<file path="config.mk">
export PLATFORM = sky130hd
export DESIGN_NAME = txn_len_guard
export DESIGN_NICKNAME = d
export VERILOG_FILES = /design/src/rtl/tlg_pkg.sv /design/src/rtl/tlg_frame_ctr.sv /design/src/rtl/tlg_predict.sv /design/src/rtl/tlg_acc_timer.sv /design/src/rtl/txn_len_guard.sv
export SDC_FILE = /design/constraint.sdc
export NUM_CORES = 1
export LEC_CHECK = 0
export BUFFER_PORTS_ARGS = -buffer_cell sky130_fd_sc_hd__buf_2
export CAP_MARGIN = 20
export CORE_ASPECT_RATIO = 0.8
export CORE_UTILIZATION = 45
export DETAILED_ROUTE_END_ITERATION = 12
export PLACE_DENSITY_LB_ADDON = 0.3
export SYNTH_ARGS = -nofsm -noshare
export SYNTH_HDL_FRONTEND = slang
export SYNTH_SLANG_ARGS = --single-unit
</file>
<file path="constraint.sdc">
create_clock -name clk -period 4 [get_ports clk]
set_clock_uncertainty 0.1 [all_clocks]
set_input_delay 0.2 -clock clk [delete_from_list [all_inputs] [get_ports clk]]
set_output_delay 0.2 -clock clk [all_outputs]
set_load 0.01 [all_outputs]
</file>
<file path="src/rtl/tlg_pkg.sv">
package tlg_pkg;
   typedef enum logic [1:0] {
      G_IDLE  = 2'd0,
      G_WAITM = 2'd1,
      G_ACC   = 2'd2,
      G_DRAIN = 2'd3
   } guard_st_e;
endpackage

</file>
<file path="src/rtl/tlg_frame_ctr.sv">
module tlg_frame_ctr #(
   parameter int IDX_W = 5
) (
   input  logic             clk,
   input  logic             rst_n,
   input  logic             clr,
   input  logic             en,
   output logic [IDX_W-1:0] cnt
);
   localparam logic [IDX_W-1:0] CMAX = {IDX_W{1'b1}};

   always_ff @(posedge clk or negedge rst_n) begin
      if (!rst_n)
         cnt <= '0;
      else if (clr)
         cnt <= {{(IDX_W-1){1'b0}}, 1'b1};
      else if (en && cnt != CMAX)
         cnt <= cnt + 1'b1;
   end

   AST_CNT_SATURATES: assert property (@(posedge clk) disable iff (!rst_n)
      (en && !clr && cnt == CMAX) |=> (cnt == CMAX));
endmodule

</file>
<file path="src/rtl/tlg_predict.sv">
module tlg_predict #(
   parameter int IDX_W    = 5,
   parameter int LEN_W    = 4,
   parameter int REF_OFS  = 2,
   parameter int LIMIT    = 16,
   parameter bit GUARD_WR = 1'b0
) (
   input  logic [IDX_W-1:0] idx,
   input  logic [LEN_W-1:0] len,
   input  logic             is_read,
   output logic             retry_req
);
   localparam int PW = $clog2((2**IDX_W) + (2**LEN_W) + REF_OFS + 2) + 1;

   logic [PW-1:0] pred;
   logic          guard_en;

   always_comb begin
      pred = PW'(idx) + PW'(len) + PW'(REF_OFS + 1);
   end

   generate
      if (GUARD_WR) begin : g_guard_all
         assign guard_en = 1'b1;
      end else begin : g_guard_rd
         assign guard_en = is_read;
      end
   endgenerate

   assign retry_req = guard_en && (pred > PW'(LIMIT));
endmodule

</file>
<file path="src/rtl/tlg_acc_timer.sv">
module tlg_acc_timer #(
   parameter int LEN_W   = 4,
   parameter int REF_OFS = 2
) (
   input  logic             clk,
   input  logic             rst_n,
   input  logic             load,
   input  logic [LEN_W-1:0] len,
   output logic             zero
);
   localparam int TW = $clog2((2**LEN_W) + REF_OFS + 1);

   logic [TW-1:0] rem;

   always_ff @(posedge clk or negedge rst_n) begin
      if (!rst_n)
         rem <= '0;
      else if (load)
         rem <= TW'(len) + TW'(REF_OFS - 1);
      else if (rem != '0)
         rem <= rem - 1'b1;
   end

   assign zero = (rem == '0);

   AST_TMR_HOLDS_ZERO: assert property (@(posedge clk) disable iff (!rst_n)
      (zero && !load) |=> zero);
endmodule

</file>
<file path="src/rtl/txn_len_guard.sv">
module txn_len_guard #(
   parameter int LIMIT    = 16,
   parameter int REF_OFS  = 2,
   parameter int LEN_W    = 4,
   parameter bit GUARD_WR = 1'b0
) (
   input  logic             clk,
   input  logic             rst_n,
   input  logic             frame_i,
   input  logic             mrdy_i,
   input  logic             is_read_i,
   input  logic [LEN_W-1:0] acc_len_i,
   output logic             start_o,
   output logic             retry_o,
   output logic             done_o,
   output logic             disc_o
);
   import tlg_pkg::*;

   localparam int IDX_W = $clog2(LIMIT + 1);

   generate
      if (LIMIT < REF_OFS + 2) begin : g_bad_limit
         $error("LIMIT too small for REF_OFS");
      end
      if (REF_OFS < 1) begin : g_bad_ofs
         $error("REF_OFS must be at least 1");
      end
      if (LEN_W < 1) begin : g_bad_len
         $error("LEN_W must be at least 1");
      end
   endgenerate

   guard_st_e        st;
   logic [IDX_W-1:0] cnt;
   logic [IDX_W-1:0] idx;
   logic             frame_new;
   logic             first_m;
   logic             retry_req;
   logic             tmr_zero;
   logic             tmr_load;

   assign frame_new = (st == G_IDLE) && frame_i;
   assign first_m   = mrdy_i && (frame_new || (st == G_WAITM));
   assign idx       = (st == G_IDLE) ? '0 : cnt;
   assign tmr_load  = first_m && !retry_req;

   tlg_frame_ctr #(.IDX_W(IDX_W)) i_ctr (
      .clk   (clk),
      .rst_n (rst_n),
      .clr   (frame_new),
      .en    (st == G_WAITM),
      .cnt   (cnt)
   );

   tlg_predict #(
      .IDX_W    (IDX_W),
      .LEN_W    (LEN_W),
      .REF_OFS  (REF_OFS),
      .LIMIT    (LIMIT),
      .GUARD_WR (GUARD_WR)
   ) i_pred (
      .idx       (idx),
      .len       (acc_len_i),
      .is_read   (is_read_i),
      .retry_req (retry_req)
   );

   tlg_acc_timer #(.LEN_W(LEN_W), .REF_OFS(REF_OFS)) i_tmr (
      .clk   (clk),
      .rst_n (rst_n),
      .load  (tmr_load),
      .len   (acc_len_i),
      .zero  (tmr_zero)
   );

   always_ff @(posedge clk or negedge rst_n) begin
      if (!rst_n) begin
         st      <= G_IDLE;
         start_o <= 1'b0;
         retry_o <= 1'b0;
         done_o  <= 1'b0;
         disc_o  <= 1'b0;
      end else begin
         start_o <= 1'b0;
         retry_o <= 1'b0;
         done_o  <= 1'b0;
         disc_o  <= 1'b0;
         case (st)
            G_IDLE, G_WAITM: begin
               if (first_m) begin
                  if (retry_req) begin
                     retry_o <= 1'b1;
                     st      <= G_DRAIN;
                  end else begin
                     start_o <= 1'b1;
                     st      <= G_ACC;
                  end
               end else if (frame_new) begin
                  st <= G_WAITM;
               end
            end
            G_ACC: begin
               if (tmr_zero) begin
                  done_o <= 1'b1;
                  disc_o <= frame_i;
                  st     <= frame_i ? G_DRAIN : G_IDLE;
               end
            end
            default: begin
               if (!frame_i)
                  st <= G_IDLE;
            end
         endcase
      end
   end

   AST_ONE_VERDICT: assert property (@(posedge clk) disable iff (!rst_n)
      !(retry_o && start_o));
   AST_RETRY_PULSE: assert property (@(posedge clk) disable iff (!rst_n)
      retry_o |=> !retry_o);
   AST_NO_START_AFTER_RETRY: assert property (@(posedge clk) disable iff (!rst_n)
      retry_o |=> !start_o && !done_o);
   AST_DISC_WITH_DONE: assert property (@(posedge clk) disable iff (!rst_n)
      disc_o |-> done_o);
   AST_START_NOT_DONE: assert property (@(posedge clk) disable iff (!rst_n)
      start_o |-> !done_o);
endmodule

</file>
==> flow_summary.toml <==
[yosys]
ys_warn_count = 0
synth_area_per_cell_sq_um = 9.75
synth_nets = 129
synth_largest_area_cell = "dfrtp_1"
synth.cell_area_sq_um = 1070
synth_top_area_share_pct = 37.3
synth_cell_type_count = 33
syn_inst = 110
synth.area.top_cells = "dfrtp_1 (37%), ha_1 (11%), a22o_1 (4.9%)"
ys_seq_area_share_pct = 37.3
ys_seq_elements = 16

[timing]
fin_setup_tns_ps = 0
fin_ws_ps = 1060
slew_headroom_pct = 63.2
hold_viol = 0
tightest_slew_ps = 548
min_period_ps = 2940
max_freq_mhz = 340
finalSetupViolations = 0
rsz0062_at_grt = "false"
fin_crit_sh_pct = 73.4
drv_slew = 0

[drt]
dr_total_vias = 805
routed.top_layer = "met4"
met1_length_microns = 1110
drt_pass1_iterations = 4
wl_per_cell_microns = 13.2
route.met3.wl_microns = 83
wl_microns = 1980
drc = 0
antenna_left = 0
wl_met2_microns = 775
drtIter0Drc = 47
viasPerCell = 5.37

[final_layout]
syn_to_final_growth_pct = 12.0
layout.nets = 145
fin_area_sq_um = 1200
drive_above_1_share_pct = 17.6
n_antenna_cell = 0
final_util_pct = 54.7
layout.cells.non_filler = 150

[critical_path]
r2r_slack_ps = 1060
critical-path-top-delay-family = "simple AND/OR/NAND/NOR gates"
critPathLaunchType = "flop"
crit_path_end_kind = "flop"
path_max_fanout = 13
worstPathRequired_ps = 4080
critical_path_buf_inv_count = 0
crit_path_max_incr_delay_ps = 510
critical_path_arrival_ps = 3020
slowest_stage = "dfrtp_1"
crit_path_start = "st[0]"
rr_startpoint = "st[0]"
path_class = "reg -> reg"
path_cells = "nor2_1 > nor2b_1 > ha_1 > fa_1 > a21o_1 > a21oi_1 > mux2i_1 > nor4_4 > mux2_4"

[global_route]
grt_pass1_wl_microns = 3340
antenna_found_initial = 0
grt_use_total_pct = 17.6
grt_pass1_vias = 713
grt_max_degree = 17
gr-total-overflow = 0

[power_and_ir_drop]
combPwrFrac_pct = 46.1
p_int_mw = 0.433
power_per_cell_area_nw_per_um2 = 595
pwr-share-clk_pct = 14.8
power_switching_mw = 0.281
peakVddDrop_uv = 311
seq_power_share_pct = 39.1
power_switching_share_pct = 39.4
cellLeakagePower_nw = 0.585

[job]
maxCapViolations = 0

[placement]
io_buffers = 12
placement.cell_area_sq_um = 1150
place_congestion = 0.841
dpl.hpwl_microns = 1570
place_ws_ps = 1070
dp.cells = 145

[hold_path]
hold_path_class = "in -> reg"
hp-start = "acc_len_i[0]"

[floorplan]
die_area_sq_um = 2580
ioPinCount = 13
fp.coreArea_sq_um = 2200
die_w_microns = 56.6
row_count = 15
initial_core_util_pct = 48.8
die_h_microns = 45.7

[clock_tree]
cts_setup_buffers = 0
ctsResizeCount = 0
cts_tree = "built"
cts_buffers = 3
clkTransAtPathRegs_ps = 90
clock_path_buffers = 2
h-tree-depth = 1
clock_latency_ps = 280
cts_sinks = 16
clock-root-buffer = "clkbuf_4"

[run_status]
status = "completed"
cells by family (layout without fill, tap and decap cells):
| kind of cell | after synthesis | after routing | share of synthesized area [%] |
|---|---|---|---|
| buffers and inverters | 6 | 21 | 2.22 |
| AOI/OAI and AO/OA | 22 | 22 | 13.8 |
| muxes | 7 | 7 | 7.12 |
| xor gates and xnor gates | 5 | 5 | 4.08 |
| and+or+nand+nor | 44 | 44 | 23.1 |
| DFF | 16 | 16 | 37.3 |
| adders and majority gates | 10 | 10 | 12.4 |
layout make-up:
type	instances	area, sq um
Clock buffer	4	36.3
Fill cell	198	995
Inverter	4	15.0
Multi-Input combinational cell	88	648
Sequential cell	16	400
Tap cell	25	31.3
Timing Repair Buffer	13	70.1
placed cells by master, fill, tap and decap left out, types with 5 or more instances in the layout:
master,Yosys,layout
ha_1,9,9
nand2_1,8,8
mux2i_1,5,5
buf_2,1,12
nor2_1,9,9
nor2b_1,7,7
a22o_1,6,6
nor3_1,5,5
a21oi_1,7,7
dfrtp_1,16,16
sequential cells by signal (all words and copies together) (netlist names):
register	cells
start_o	1
i_tmr.rem	5
done_o	1
retry_o	1
i_ctr.cnt	5
disc_o	1
st	2
repair_timing:
item                                    CTS  global route
hold buffers                              1             0
endpoints found under the hold margin    16             0
endpoints found under the setup margin    0             0
layer usage:
layer	track usage, %	up-vias
li1	-	420
met1	26.5	369
met2	23.3	14
met3	5.97	2
met4	5.85	0
met5	0	-
metrics by stage:
step / hold WS (ps) / power [mW]
detailed placement: 38.8 / 0.610
global route: 43.1 / 0.776
floorplan: -196 / 0.539
CTS: 39.5 / 0.719
finish: 55.4 / 0.714
global placement: 32.8 / 0.599
power by group through the flow:
stage                     Sequential [mW]  Combinational (mW)  Clock (mW)
final                               0.279               0.329       0.106
after global routing                0.288               0.370       0.118
after CTS                           0.278               0.330       0.111
after detailed placement            0.281               0.330           0
after global placement              0.280               0.319           0
after floorplan                     0.251               0.288           0
path summary, 6_finish.rpt:
path                                end  cells after the start
setup / recovery           i_tmr.rem[1]                      9
hold / removal             i_tmr.rem[0]                      2
setup reg to reg           i_tmr.rem[1]                      9
hold reg to reg            i_ctr.cnt[1]                      1
max in group asynchronous  i_tmr.rem[4]                      2
min in group asynchronous  i_ctr.cnt[2]                      2
synth_stat cells, drive strengths merged:
library cell / number
a211o: 1
a21o: 2
a21oi: 8
a22o: 6
and2: 2
and3: 1
buf: 1
clkbuf: 1
dfrtp: 16
fa: 1
ha: 9
inv: 4
mux2: 2
mux2i: 5
nand2: 8
nand3: 4
nand3b: 1
nand4b: 1
nor2: 9
nor2b: 7
nor3: 5
nor3b: 2
nor4: 1
o211ai: 1
o21ai: 4
or2: 2
or3: 1
xnor2: 2
xor2: 3
(Power assumes the default switching activity.)
